<file path="src/rtl/srvbus_pkg.sv">
package srvbus_pkg;
  localparam int NUM_CH      = 16;
  localparam int CH_W        = 11;
  localparam int STREAM_W    = NUM_CH * CH_W;
  localparam int DATA_BYTES  = STREAM_W / 8;
  localparam int FRAME_BYTES = DATA_BYTES + 3;
  localparam int CHAR_BITS   = 12;
  localparam int FRAME_BITS  = FRAME_BYTES * CHAR_BITS;
  localparam int SEL_W       = $clog2(FRAME_BYTES);
  localparam int BITCNT_W    = $clog2(CHAR_BITS);
  localparam logic [7:0] HEADER  = 8'hF0;
  localparam logic [7:0] TRAILER = 8'h00;

  typedef struct packed {
    logic             load;
    logic             startChar;
    logic             shiftBit;
    logic             goIdle;
    logic [SEL_W-1:0] byteSel;
  } txStrobe_t;
endpackage

</file>
<file path="src/rtl/srvbus_ctrl.sv">
module srvbus_ctrl
  import srvbus_pkg::*;
#(
  parameter int BIT_DIV   = 2000,
  parameter int SLOW_BITS = 1400,
  parameter int FAST_BITS = 700
) (
  input  logic      clk,
  input  logic      rst,
  input  logic      fastMode,
  output txStrobe_t stb,
  output logic      frameDone
);
  localparam int MAX_PER = (SLOW_BITS > FAST_BITS) ? SLOW_BITS : FAST_BITS;
  localparam int DIV_W   = $clog2(BIT_DIV);
  localparam int PER_W   = $clog2(MAX_PER);

  logic [DIV_W-1:0]    divCnt;
  logic [PER_W-1:0]    perCnt;
  logic [PER_W-1:0]    perLast;
  logic [BITCNT_W-1:0] bitCnt;
  logic [SEL_W-1:0]    byteCnt;
  logic                modeSh;
  logic                inFrame;
  logic                tick;
  logic                frameStart;
  logic                charEnd;
  logic                lastChar;

  assign tick       = (divCnt == DIV_W'(BIT_DIV - 1));
  assign perLast    = modeSh ? PER_W'(FAST_BITS - 1) : PER_W'(SLOW_BITS - 1);
  assign frameStart = tick && (perCnt == perLast);
  assign charEnd    = inFrame && (bitCnt == BITCNT_W'(CHAR_BITS - 1));
  assign lastChar   = (byteCnt == SEL_W'(FRAME_BYTES - 1));

  always_comb begin
    stb.load      = frameStart;
    stb.startChar = frameStart || (tick && charEnd && !lastChar);
    stb.shiftBit  = tick && inFrame && !charEnd;
    stb.goIdle    = tick && charEnd && lastChar && !frameStart;
    stb.byteSel   = frameStart ? '0 : SEL_W'(byteCnt + SEL_W'(1));
  end

  always_ff @(posedge clk) begin
    if (rst) begin
      divCnt    <= '0;
      perCnt    <= PER_W'(SLOW_BITS - 1);
      modeSh    <= 1'b0;
      inFrame   <= 1'b0;
      bitCnt    <= '0;
      byteCnt   <= '0;
      frameDone <= 1'b0;
    end else begin
      divCnt    <= tick ? '0 : DIV_W'(divCnt + DIV_W'(1));
      frameDone <= tick && charEnd && lastChar;
      if (tick) begin
        perCnt <= frameStart ? '0 : PER_W'(perCnt + PER_W'(1));
        if (frameStart) begin
          modeSh  <= fastMode;
          inFrame <= 1'b1;
          bitCnt  <= '0;
          byteCnt <= '0;
        end else if (inFrame) begin
          if (charEnd) begin
            bitCnt <= '0;
            if (lastChar) inFrame <= 1'b0;
            else          byteCnt <= SEL_W'(byteCnt + SEL_W'(1));
          end else begin
            bitCnt <= BITCNT_W'(bitCnt + BITCNT_W'(1));
          end
        end
      end
    end
  end
endmodule

</file>
<file path="src/rtl/srvbus_dp.sv">
module srvbus_dp
  import srvbus_pkg::*;
(
  input  logic                           clk,
  input  logic                           rst,
  input  txStrobe_t                      stb,
  input  logic [NUM_CH-1:0][CH_W-1:0]    chanIn,
  input  logic [3:0]                     flagIn,
  output logic                           txLine
);
  localparam int SH_W = CHAR_BITS - 1;

  logic [STREAM_W-1:0] packIn;
  logic [STREAM_W-1:0] packSh;
  logic [3:0]          flagSh;
  logic [7:0]          charByte;
  logic [SH_W-1:0]     shiftReg;

  for (genvar i = 0; i < NUM_CH; i++) begin : g_pack
    assign packIn[i*CH_W +: CH_W] = chanIn[i];
  end

  always_comb begin
    charByte = TRAILER;
    if (stb.byteSel == '0)
      charByte = HEADER;
    else if (int'(stb.byteSel) <= DATA_BYTES)
      charByte = 8'(packSh >> (8 * (int'(stb.byteSel) - 1)));
    else if (int'(stb.byteSel) == DATA_BYTES + 1)
      charByte = {flagSh, 4'b0000};
  end

  always_ff @(posedge clk) begin
    if (rst) begin
      packSh   <= '0;
      flagSh   <= '0;
      shiftReg <= '1;
      txLine   <= 1'b0;
    end else begin
      if (stb.load) begin
        packSh <= packIn;
        flagSh <= flagIn;
      end
      if (stb.startChar) begin
        txLine   <= 1'b1;
        shiftReg <= {charByte, ^charByte, 2'b11};
      end else if (stb.shiftBit) begin
        txLine   <= ~shiftReg[SH_W-1];
        shiftReg <= {shiftReg[SH_W-2:0], 1'b1};
      end else if (stb.goIdle) begin
        txLine <= 1'b0;
      end
    end
  end
endmodule

</file>
<file path="src/rtl/srvbus_tx.sv">
module srvbus_tx
  import srvbus_pkg::*;
#(
  parameter int BIT_DIV   = 2000,
  parameter int SLOW_BITS = 1400,
  parameter int FAST_BITS = 700
) (
  input  logic                        clk,
  input  logic                        rst,
  input  logic                        fastMode,
  input  logic [NUM_CH-1:0][CH_W-1:0] chanIn,
  input  logic                        auxCh17,
  input  logic                        auxCh18,
  input  logic                        frameLost,
  input  logic                        failsafe,
  output logic                        txLine,
  output logic                        frameDone
);
  txStrobe_t stb;

  srvbus_ctrl #(
    .BIT_DIV  (BIT_DIV),
    .SLOW_BITS(SLOW_BITS),
    .FAST_BITS(FAST_BITS)
  ) u_ctrl (
    .clk      (clk),
    .rst      (rst),
    .fastMode (fastMode),
    .stb      (stb),
    .frameDone(frameDone)
  );

  srvbus_dp u_dp (
    .clk   (clk),
    .rst   (rst),
    .stb   (stb),
    .chanIn(chanIn),
    .flagIn({auxCh17, auxCh18, frameLost, failsafe}),
    .txLine(txLine)
  );
endmodule

</file>
<file path="config.mk">
export PLATFORM = sky130hd
export DESIGN_NAME = srvbus_tx
export DESIGN_NICKNAME = d
export VERILOG_FILES = /design/src/rtl/srvbus_pkg.sv /design/src/rtl/srvbus_ctrl.sv /design/src/rtl/srvbus_dp.sv /design/src/rtl/srvbus_tx.sv
export SDC_FILE = /design/constraint.sdc
export NUM_CORES = 1
export LEC_CHECK = 0
export BUFFER_PORTS_ARGS = -buffer_cell sky130_fd_sc_hd__buf_2
export CORE_MARGIN = 5
export CORE_UTILIZATION = 58
export CTS_BUF_LIST = sky130_fd_sc_hd__clkbuf_4 sky130_fd_sc_hd__clkbuf_8
export DETAILED_ROUTE_END_ITERATION = 8
export PLACE_DENSITY = 0.84
export SETUP_SLACK_MARGIN = 0.05
export SYNTH_ARGS = -nofsm -noshare
export SYNTH_HDL_FRONTEND = slang
export SYNTH_HIERARCHICAL = 1
export SYNTH_SLANG_ARGS = --single-unit
</file>
<file path="constraint.sdc">
create_clock -name clk -period 6.4 [get_ports clk]
set_clock_uncertainty 0.15 [all_clocks]
set_input_delay 0.32 -clock clk [delete_from_list [all_inputs] [get_ports clk]]
set_output_delay 0.32 -clock clk [all_outputs]
set_load 0.02 [all_outputs]
</file>
; ---- Word-level counts from Yosys, hierarchy flattened
; Index checks and enable logic that the tools add are counted.
[op_classes]
bitwise_logic = 1
n_reduce_logical = 22
n_addsub = 5
multipliers = 0
muxes = 22
n_shift = 1
magnitude_cmp = 1
eq_ne = 6
div_mod_pow = 0
[ops]
columns = op, n
row1 = right shift 176 x 32 -> 8 bit, 1
row2 = two-way mux 11 bit, 4
row3 = two-way mux 5 bit, 5
row4 = two-way mux 8 bit, 3
row5 = "adder 11 x 1 -> 11 bit, second input constant", 2
row6 = two-way mux 4 bit, 3
row7 = equality test 11 bit, 1
row8 = "equality test 11 bit, second input constant", 1
row9 = "equality test 5 bit, second input constant", 2
row10 = logical AND 1 bit, 8
row11 = XOR reduction 8 bit, 1
row12 = two-way mux 1 bit, 7
row13 = nonzero test 2 bit, 3
row14 = "subtractor 5 x 1 -> 6 bit, second input constant", 1
row15 = "adder 5 x 1 -> 5 bit, second input constant", 1
row16 = "<= comparator 5 bit, second input constant", 1
row17 = zero test 5 bit, 1
row18 = "adder 4 x 1 -> 4 bit, second input constant", 1
row19 = "equality test 4 bit, second input constant", 1
row20 = AND reduction 2 bit, 2
row21 = AND reduction 4 bit, 1
row22 = zero test 1 bit, 3
row23 = nonzero test 3 bit, 1
row24 = "!= test 2 x 1 -> 1 bit, second input constant", 1
row25 = 3 further kinds, 3
[word_totals]
register_bits = 224
n_memories = 0
word_cells = 69
romBits = 0
ram_bits = 0
input_bits = 183
latch_bits = 0

; ---- Longest topological paths before layout
; Gate-level depths: netlist (run 1).
[logic_depth]
depth_word = 10
depth_mapped = 24
ltp_nobuf = 15

; ---- Modules after synthesis
; Netlist (run 1), hierarchy kept.
[by_module_without_submodules]
columns = mod, n_inst, area_each_um2, seq_area_each_um2, cells_each
row1 = srvbus_dp, 1, 8814.7, 3803.6, 810
row2 = srvbus_ctrl, 1, 1785.5, 680.7, 211

; ---- Worst setup path before layout (run 1)
; OpenSTA, ideal clock, no wires.
[synth_path]
path_type = flip-flop to flip-flop
startpoint = register u_ctrl.divCnt[0]
endpoint = register u_dp.shiftReg[2]
t_required_ps = 6122
path_buffers = 9
synth_period_minus_slack_ps = 4624
slack_ps = 1776
setup_ps = 128
stages_incl_launch_ff = 24
arrival_time_ps = 4346
path_cell_list = dfxtp_1 -> ha_1 -> and3_1 -> buf_4 -> nand3_2 -> a211oi_2 -> nor2_1 -> buf_6 -> buf_12 -> buf_12 -> buf_6 -> inv_1 -> ha_1 -> buf_4 -> buf_4 -> buf_6 -> buf_4 -> mux4_2 -> a22oi_1 -> nor4_1 -> a2111oi_4 -> xnor2_1 -> nor4bb_1 -> a211oi_1
[synth_lines]
columns = element, line_no
row1 = "start, declared", srvbus_ctrl.sv:18  ; logic [DIV_W-1:0] divCnt;
row2 = "start signal, assigned", srvbus_ctrl.sv:54  ; divCnt <= tick ? '0 : DIV_W'(divCnt + DIV_W'(1));
row3 = "end signal, assigned", srvbus_dp.sv:46  ; shiftReg <= {charByte, ^charByte, 2'b11};
row4 = "end signal, assigned", srvbus_dp.sv:49  ; shiftReg <= {shiftReg[SH_W-2:0], 1'b1};
row5 = "end, declared", srvbus_dp.sv:17  ; logic [SH_W-1:0] shiftReg;

==> results.cfg, run 1 <==
[status]
status = finished, final reports clean

[final_layout]
layout-drive-gt1-share_pct = 22.41
nFillCells = 990
area_growth_pct = 33.11
fin_nets = 1552
fin_area_um2 = 14110
fin_util_pct = 78.55

[logic_synthesis]
synth_top_family_by_area = multiplexers
yosysMostFrequentCell = dfxtp_1
ys_ff_latch = 224
yosysUniqueCellTypes = 75
synth.top_cell.area_share_pct = 42.30
yosys-top-cells-count = dfxtp_1, nor2_1, mux2i_1
yosys.area_share.simple_pct = 16.14
synth_compound_area_share_pct = 5.961
yosys.area.top_type = dfxtp_1
synth.avg_cell_area_um2 = 10.38
syn_nets = 1212
synth_area_leaders = dfxtp_1, mux2i_1, nor2_1
synth_ff_type = dfxtp_1
synthAdderAreaFrac_pct = 0.9443
synthCells = 1021
mappedNetlistArea_um2 = 10600
seq_area_frac_synth_pct = 42.30
muxShareOfSynthArea_pct = 27.81
synth_edf_count = 0
synthXorXnorAreaFrac_pct = 2.314
synth-async-reset-ratio_pct = 0
yosys_warnings = 6

[cts]
cts_tree = built
cts_root_buffer = clkbuf_8
cts.reportedPaths.clkPinSlew_ns = 0.06
cts_buffers = 39
cts_max_path_buffers = 3
clock_latency_ns = 0.55
cts_resized = 0
htreeDepth = 2
cts_sinks = 224

[critical_path]
critical_path_class = flip-flop to flip-flop
reg2reg_depth = 17
crit_buf_inv = 3
crit_start = u_ctrl/divCnt[0]
slowest_delay_ns = 1.03
crit_cells = 17
crit_slowest_cell = ha_2
cp.required_ns = 6.65
arrival_ns = 5.89
crit_fanout = 41
cp-end-kind = flip-flop
reg2reg_from = u_ctrl/divCnt[0]
critPathLaunchType = flip-flop
critical-path-top-delay-family = simple AND/OR/NAND/NOR gates
path_cells = ha_1 > and3_1 > nand3_2 > buf_4 > a211oi_4 > nor2b_1 > inv_1 > ha_2 > buf_4 > mux4_2 > nand3_1 > a2111oi_0 > nor4b_1 > xnor3_1 > xnor3_1 > nor4bb_1 > a211oi_1

[timing]
maxSlewHeadroom_pct = 26.21
setup_violations = 0
worst-slew-pin-transition_ns = 1.107
fin_tns_setup_ns = 0
slew_violations = 0
rsz0062_at_grt = false
period_minus_slack_ns = 5.640
final-hold-violation-count = 0
period_share_pct = 88.13
clock.fmax_ghz = 0.1773

[die]
die_h_um = 145.2
dieArea_um2 = 21080
core_area_um2 = 17960
boundaryPins = 185
rows = 49
start_util_pct = 59.01
chipWidth_um = 145.2

[drt]
via_per_inst = 5.983
num_vias = 9687
ant_nets = 0
drc = 0
drt_iter0_drc = 844
wl_mm = 34.86
first_pass_iters = 7
wire_per_inst_um = 21.53

[hold_path]
hp-start = rst
min_path_cells = 2
hp-class = input pin to flip-flop

[global_route]
grt_pass1_vias = 10160
grt_pass1_wl_mm = 54.87
grt_start_max_net_pins = 111
grt_overflow = 0
grt_usage_pct = 31.87
antenna_found_initial = 2

[pwr]
power_density_nw_per_um2 = 214.6
p_leak_uw = 0.005518
vdd_drop_max_mv = 0.2056

[placed_design]
gp_congestion = 0.8484
portBuffers = 184
placed_area_um2 = 11450
dp_hpwl_mm = 17.79

[run]
cap_violations = 0
[per-layer routing]
| layer | routed length [um] | vias to the layer above | global-route usage (%) | part of all wire, % |
|---|---|---|---|---|
| met2 | 17370 | 610 | 55.49 | 50 |
| met4 | 2393 | 0 | 18.94 | 6.9 |
| met1 | 12280 | 4547 | 35.71 | 35 |
| li1 | - | 4333 | - | - |
| met5 | 0 | - | 0 | 0 |
| met3 | 2811 | 197 | 6.985 | 8.1 |
[layout make-up]
cell class	count	area, um^2	share of cell area [%]
clock inverter	9	101.3	0.7183
tap	229	286.5	2.031
clock buffer	59	743.2	5.267
antenna	2	5.005	0.03547
inverter	6	22.52	0.1596
sequential	224	4484	31.78
timing repair buffer	375	2814	19.94
multi-input combinational	715	5653	40.06
[state kept, by name, summed over array words and instances (netlist names)]
signal	flops
u_ctrl/frameDone	1
u_ctrl/perCnt	11
u_ctrl/bitCnt	4
u_dp/shiftReg	9
u_dp/txLine	1
u_ctrl/inFrame	1
u_ctrl/divCnt	11
u_dp/packSh	176
u_ctrl/byteCnt	5
u_dp/flagSh	4
u_ctrl/modeSh	1
[worst paths after layout]
check / endpoint / slack (ns)
setup reg to reg: u_dp/shiftReg[2] / 0.76
setup / recovery: u_dp/shiftReg[2] / 0.76
hold / removal: u_dp/packSh[169] / 0.13
hold reg to reg: u_ctrl/divCnt[0] / 0.32
[layout by cell type, fill, tap and decap left out, types with 5 or more instances in the layout]
cell type,netlist,layout
clkbuf_4,1,11
o21ai_0,6,6
clkbuf_8,0,48
mux4_2,16,16
ha_1,8,7
a2111oi_0,13,13
a211oi_1,9,9
or2_2,9,9
mux4_1,23,23
dfxtp_1,224,224
mux2_2,5,5
mux2i_1,190,190
nor3_1,9,9
nand2_1,40,40
nand3_1,21,21
nor4_1,7,7
buf_2,6,183
clkinv_2,0,5
nor2b_1,10,10
inv_1,6,6
nor2_1,218,217
xnor2_1,12,12
a21oi_1,22,22
or3_1,5,5
dlygate4sd3_1,1,181
xor2_1,9,9
buf_4,10,10
[cell families (layout without fill, tap and decap cells)]
kind of cell             after synthesis  after routing
flip-flops                           224            224
other                                  0              2
buffers and inverters                 82            449
XOR/XNOR                              24             24
multiplexers                         235            235
AO/OA/AOI/OAI                         84             84
AND/OR/NAND/NOR                      364            364
adder cells (fa/ha/maj)                8              8
[repair_timing]
item | in CTS | in global routing
buffers inserted | 0 | 0
hold endpoints to repair | 181 | 0
hold buffers | 181 | 0
[metrics by stage]
stage	cells	hold slack, ns	worst slack (ns)	total power [uW]
3_3_place_gp	1368	0.2958	1.092	1518
4_1_cts	1617	0.1371	0.9142	2992
5_1_grt	1619	0.1631	0.4770	3120
3_5_place_dp	1368	0.3161	0.9624	1518
2_1_floorplan	1021	0.2798	1.776	1452
6_report	1619	0.1325	0.7599	3028
[power breakdown]
| group | total (uW) | internal (uW) | switching [uW] | leakage, uW |
|---|---|---|---|---|
| Clock | 1440 | 824 | 619 | 0.000448 |
| Sequential | 1400 | 1400 | 1.50 | 0.00180 |
| Combinational | 188 | 117 | 71.0 | 0.00327 |
| Total | 3030 | 2340 | 691 | 0.00552 |
Note: power is estimated with default switching activity, not from simulation.
==> inputs of run 2 (changes only) <==
--- a/config.mk
+++ b/config.mk
@@ -9,8 +9,10 @@
 export CORE_MARGIN = 5
 export CORE_UTILIZATION = 58
 export CTS_BUF_LIST = sky130_fd_sc_hd__clkbuf_4 sky130_fd_sc_hd__clkbuf_8
+export CTS_CLUSTER_DIAMETER = 80
 export DETAILED_ROUTE_END_ITERATION = 8
-export PLACE_DENSITY = 0.84
+export GPL_ROUTABILITY_DRIVEN = 0
+export PLACE_DENSITY = 0.82
 export SETUP_SLACK_MARGIN = 0.05
 export SYNTH_ARGS = -nofsm -noshare
 export SYNTH_HDL_FRONTEND = slang
==> results.cfg, run 2 (synthesized netlist as in run 1, its figures left out) <==
[status]
status = finished, final reports clean

[global_route]
grt_start_max_net_pins = 139
grt_overflow = 0
grt_pass1_vias = 9974
grt_pass1_wl_mm = 51.75
antenna_found_initial = 2
grt_usage_pct = 30.15

[final_layout]
fin_nets = 1553
area_growth_pct = 33.01
top_regs = u_dp/packSh x176, u_ctrl/divCnt x11, u_ctrl/perCnt x11
largest_reg_flops = 176
regMostFlops = u_dp/packSh
fin_area_um2 = 14100
final_cell_mix = dfxtp_1, nor2_1, mux2i_1
layout-drive-gt1-share_pct = 22.41
final_common_cell = dfxtp_1

[timing]
setup_violations = 0
clock.fmax_ghz = 0.1709
worst-slew-pin-transition_ns = 1.182
final-hold-violation-count = 0
maxSlewHeadroom_pct = 20.93
rsz0062_at_grt = false
period_share_pct = 91.44
period_minus_slack_ns = 5.852
slew_violations = 0
fin_tns_setup_ns = 0

[critical_path]
cp.required_ns = 6.66
crit_buf_inv = 4
rrSetupSlack_ns = 0.55
cpMostUsedCell = buf_4
cp-end-kind = flip-flop
reg2reg_from = u_ctrl/divCnt[0]
reg2reg_depth = 18
critical_path_class = flip-flop to flip-flop
r2r_end = u_dp/shiftReg[2]
crit_fanout = 21
critPathLaunchType = flip-flop
crit_cells = 18
critical-path-top-delay-family = simple AND/OR/NAND/NOR gates
path_cells = ha_1 > and3_1 > nand3_2 > buf_4 > a211oi_4 > buf_4 > nor2b_1 > inv_1 > ha_2 > buf_4 > mux4_1 > nand2_1 > a2111oi_0 > nor3_1 > xnor3_1 > xnor3_1 > nor4bb_1 > a211oi_1
crit_start = u_ctrl/divCnt[0]
arrival_ns = 6.11
slowest_delay_ns = 0.72
crit_slowest_cell = a2111oi_0
cp-endpoint = u_dp/shiftReg[2]

[cts]
cts.reportedPaths.clkPinSlew_ns = 0.06
cts_max_path_buffers = 3
post_cts_buffers = 0
cts_sinks = 224
cts_root_buffer = clkbuf_8
clock_latency_ns = 0.54
cts_tree = built
htreeDepth = 2
cts_buffers = 39

[pwr]
p_leak_uw = 0.005513
vdd_drop_max_mv = 0.2270
power_density_nw_per_um2 = 211.0

[drt]
ant_nets = 0
num_vias = 9404
drc = 0
drt_iter0_drc = 760
via_per_inst = 5.809
wire_per_inst_um = 20.45
first_pass_iters = 6
wl_mm = 33.10

[die]
boundaryPins = 185
dieArea_um2 = 21080
rows = 49
die_h_um = 145.2
start_util_pct = 59.01
core_area_um2 = 17960
chipWidth_um = 145.2

[placed_design]
portBuffers = 184
placed_area_um2 = 11460
dp_hpwl_mm = 17.52

[run]
cap_violations = 0

[hold_path]
hp-class = input pin to flip-flop
==> run 2: cell count changes in the layout (fill, tap and decap cells not counted), sizes merged <==
cell,previous run,this run
bufinv,2,1
buf,194,195
==> run 2: cell type report <==
type | count | area (um^2)
flip-flops and latches | 224 | 4484
clock buffers | 59 | 755.7
fillers | 1000 | 3864
repair buffers | 376 | 2821
inverters | 6 | 22.52
diodes | 2 | 5.005
clock inverters | 8 | 71.32
multi-input cells | 715 | 5653
well taps | 229 | 286.5
==> run 2: worst min path at each step <==
stage / slack (ns) / cells past startpoint / endpoint / startpoint
2_1_floorplan: 0.28 / 1 / u_ctrl/divCnt[0] / u_ctrl/divCnt[0]
3_3_place_gp: 0.30 / 1 / u_ctrl/divCnt[0] / u_ctrl/divCnt[0]
3_5_place_dp: 0.33 / 2 / u_dp/packSh[28] / u_dp/packSh[28]
4_1_cts: 0.22 / 2 / u_ctrl/inFrame / rst
5_1_grt: 0.25 / 2 / u_dp/packSh[93] / rst
6_report: 0.17 / 2 / u_ctrl/frameDone / rst
==> run 2: power breakdown <==
group | leakage (uW) | total (uW) | internal [uW] | switching, uW
Combinational | 0.00327 | 183 | 116 | 67.0
Clock | 0.000439 | 1390 | 795 | 600
Sequential | 0.00180 | 1400 | 1400 | 1.60
Total | 0.00551 | 2980 | 2310 | 668
==> run 2: worst reg2reg max path, cell delays in order (launching register included) <==
cell and delay, ns:
dfxtp_1 0.34, ha_1 0.23, and3_1 0.23, nand3_2 0.10, buf_4 0.24, a211oi_4 0.09
buf_4 0.23, nor2b_1 0.63, inv_1 0.12, ha_2 0.61, buf_4 0.35, mux4_1 0.23
nand2_1 0.07, a2111oi_0 0.72, nor3_1 0.18, xnor3_1 0.43, xnor3_1 0.26, nor4bb_1 0.43
a211oi_1 0.09
==> run 2: repair_timing <==
item                      4_1_cts  5_1_grt
hold buffers                  181        0
gates resized for setup         0        0
hold endpoints to repair      181        0
==> run 2: stage by stage <==
stage | util [%] | setup WS [ns] | instances | hold WS (ns) | power (uW)
6_report | 78.49 | 0.5476 | 1619 | 0.1699 | 2975
5_1_grt | 78.49 | 0.2119 | 1619 | 0.2514 | 3059
4_1_cts | 78.46 | 0.9714 | 1617 | 0.2152 | 2957
3_5_place_dp | 63.77 | 0.9777 | 1369 | 0.3268 | 1516
3_3_place_gp | 63.77 | 1.126 | 1369 | 0.2959 | 1516
2_1_floorplan | - | 1.776 | 1021 | 0.2798 | 1452
==> run 2: metal layers <==
layer / part of all wire [%] / GRT usage (%) / up-vias / wire (um)
met4: 5.6 / 16.93 / 0 / 1861
li1: - / - / 4331 / -
met2: 52 / 54.43 / 436 / 17340
met5: 0 / 0 / - / 0
met1: 36 / 33.14 / 4499 / 11940
met3: 5.9 / 5.644 / 138 / 1961
==> inputs of run 3 (changes only) <==
--- a/config.mk
+++ b/config.mk
@@ -7,12 +7,12 @@
 export LEC_CHECK = 0
 export BUFFER_PORTS_ARGS = -buffer_cell sky130_fd_sc_hd__buf_2
 export CORE_MARGIN = 5
-export CORE_UTILIZATION = 58
+export CORE_UTILIZATION = 53
 export CTS_BUF_LIST = sky130_fd_sc_hd__clkbuf_4 sky130_fd_sc_hd__clkbuf_8
 export CTS_CLUSTER_DIAMETER = 80
 export DETAILED_ROUTE_END_ITERATION = 8
 export GPL_ROUTABILITY_DRIVEN = 0
-export PLACE_DENSITY = 0.82
+export PLACE_DENSITY_LB_ADDON = 0.08
 export SETUP_SLACK_MARGIN = 0.05
 export SYNTH_ARGS = -nofsm -noshare
 export SYNTH_HDL_FRONTEND = slang
==> constraint.sdc (replaced) <==
create_clock -name clk -period 5 [get_ports clk]
set_clock_uncertainty 0.15 [all_clocks]
set_input_delay 0.25 -clock clk [delete_from_list [all_inputs] [get_ports clk]]
set_output_delay 0.25 -clock clk [all_outputs]
set_load 0.02 [all_outputs]
==> results.cfg, run 3 (synthesized netlist as in run 1, its figures left out) <==
[status]
status = finished, final reports clean

[drt]
via_per_inst = 5.392
first_pass_iters = 5
ant_nets = 0
drt_iter0_drc = 416
num_vias = 8951
wl_mm = 29.83
wire_per_inst_um = 17.97
drc = 0

[die]
boundaryPins = 185
chipWidth_um = 151.4
dieArea_um2 = 22930
rows = 51
core_area_um2 = 19590
die_h_um = 151.4
start_util_pct = 54.11

[global_route]
grt_pass1_vias = 9268
grt_usage_pct = 25.99
grt_overflow = 0
antenna_found_initial = 1
grt_start_max_net_pins = 138
grt_pass1_wl_mm = 47.08

[pwr]
clockPowerShare_pct = 45.6
p_leak_uw = 0.005531
switching_share_pct = 21.90
intPower_uw = 2906
p_comb_share_pct = 6.4
power_frac_seq_pct = 48.1
switching_power_uw = 814.8
vdd_drop_max_mv = 0.2406
power_density_nw_per_um2 = 262.4

[final_layout]
top_regs = u_dp/packSh x176, u_ctrl/divCnt x11, u_ctrl/perCnt x11
final_common_cell = dfxtp_1
area_growth_pct = 33.75
fin_nets = 1557
fin_area_um2 = 14180
nFillCells = 1441
layout-drive-gt1-share_pct = 22.76
regMostFlops = u_dp/packSh
final_cell_mix = dfxtp_1, nor2_1, mux2i_1
largest_reg_flops = 176

[cts]
cts_root_buffer = clkbuf_8
cts.reportedPaths.clkPinSlew_ns = 0.06
cts_sinks = 224
cts_tree = built
post_cts_buffers = 0
htreeDepth = 2
clock_latency_ns = 0.52
cts_max_path_buffers = 3
cts_buffers = 39

[timing]
clock.fmax_ghz = 0.2178
final-hold-violation-count = 0
period_minus_slack_ns = 4.592
period_share_pct = 91.84
maxSlewHeadroom_pct = 24.73
setup_violations = 0
rsz0062_at_grt = false
fin_tns_setup_ns = 0
worst-slew-pin-transition_ns = 1.125
slew_violations = 0

[critical_path]
critical_path_class = flip-flop to flip-flop
arrival_ns = 4.84
crit_fanout = 19
cp.required_ns = 5.25
r2r_end = u_dp/shiftReg[2]
crit_slowest_cell = xnor2_2
path_cells = ha_1 > and3_1 > nand3_2 > a211oi_4 > nor2_1 > xnor2_2 > nand2_1 > a2111oi_0 > nor3_1 > xnor3_1 > xnor3_1 > nor4bb_1 > a211oi_1
reg2reg_depth = 13
crit_buf_inv = 0
cp-end-kind = flip-flop
slowest_delay_ns = 0.72
rrSetupSlack_ns = 0.41
critPathLaunchType = flip-flop
reg2reg_from = u_ctrl/divCnt[0]
critical-path-top-delay-family = XOR/XNOR gates
cpMostUsedCell = xnor3_1

[placed_design]
placed_area_um2 = 11550
portBuffers = 184
dp_hpwl_mm = 17.61

[hold_path]
hp-start = rst
whs_endpoint = u_dp/packSh[9]
min_path_cells = 2
hp-class = input pin to flip-flop

[run]
cap_violations = 0
## run 3: area by class of cell
type / count / area [um^2] / share of cell area [%]
multi-input cells: 715 / 5670 / 40.00
well taps: 265 / 331.6 / 2.339
clock buffers: 61 / 764.5 / 5.392
clock inverters: 7 / 35.03 / 0.2471
repair buffers: 380 / 2864 / 20.20
inverters: 6 / 22.52 / 0.1589
diodes: 2 / 5.005 / 0.03530
flip-flops and latches: 224 / 4484 / 31.63
## run 3: stage by stage
stage | hold slack, ns | instances | total power [uW] | worst slack [ns] | util (%)
floorplan | 0.2468 | 1021 | 1858 | 0.3760 | -
global placement | 0.2953 | 1409 | 1949 | 0.4002 | 58.96
detailed placement | 0.3063 | 1409 | 1948 | 0.2481 | 58.96
CTS | 0.1552 | 1658 | 3754 | 0.2509 | 72.29
global route | 0.1700 | 1659 | 3856 | 0.07204 | 72.36
finish | 0.1314 | 1660 | 3721 | 0.4078 | 72.37
## run 3: worst register-to-register path, stage by stage (launching register included)
cell and delay, ns:
dfxtp_1 0.37, ha_1 0.19, and3_1 0.31, nand3_2 0.14, a211oi_4 0.42, nor2_1 0.37
xnor2_2 0.72, nand2_1 0.10, a2111oi_0 0.56, nor3_1 0.14, xnor3_1 0.40, xnor3_1 0.24
nor4bb_1 0.28, a211oi_1 0.07
## run 3: power groups by stage
stage	Combinational (uW)	Sequential, uW	Clock (uW)
after detailed placement	120	1830	0
after global routing	253	1790	1820
after CTS	228	1790	1740
after global placement	121	1830	0
final	236	1790	1700
after floorplan	30.9	1830	0
## run 3: how the worst max path moves through the flow
stage	from	end	slack, ns	depth (start not counted)
after floorplan	u_ctrl/divCnt[0]	u_dp/shiftReg[2]	0.38	23
after global placement	u_ctrl/divCnt[0]	u_dp/shiftReg[2]	0.40	15
after detailed placement	u_ctrl/divCnt[0]	u_dp/shiftReg[2]	0.25	15
after CTS	u_ctrl/divCnt[0]	u_dp/shiftReg[2]	0.25	15
after global routing	u_ctrl/divCnt[0]	u_dp/shiftReg[2]	0.07	13
final	u_ctrl/divCnt[0]	u_dp/shiftReg[2]	0.41	13
## run 3: timing repair
item | CTS | global route
gates resized for setup | 0 | 1
hold buffers | 181 | 0
hold endpoints to repair | 181 | 0
endpoints found under the setup margin | 0 | 1
## run 3: per-layer routing
layer	share of wire (%)	GRT usage, %	vias to the layer above
met5	0	0	-
met4	3.6	11.02	0
met3	5.7	5.057	84
met2	49	43.81	303
met1	42	32.52	4222
li1	-	-	4342
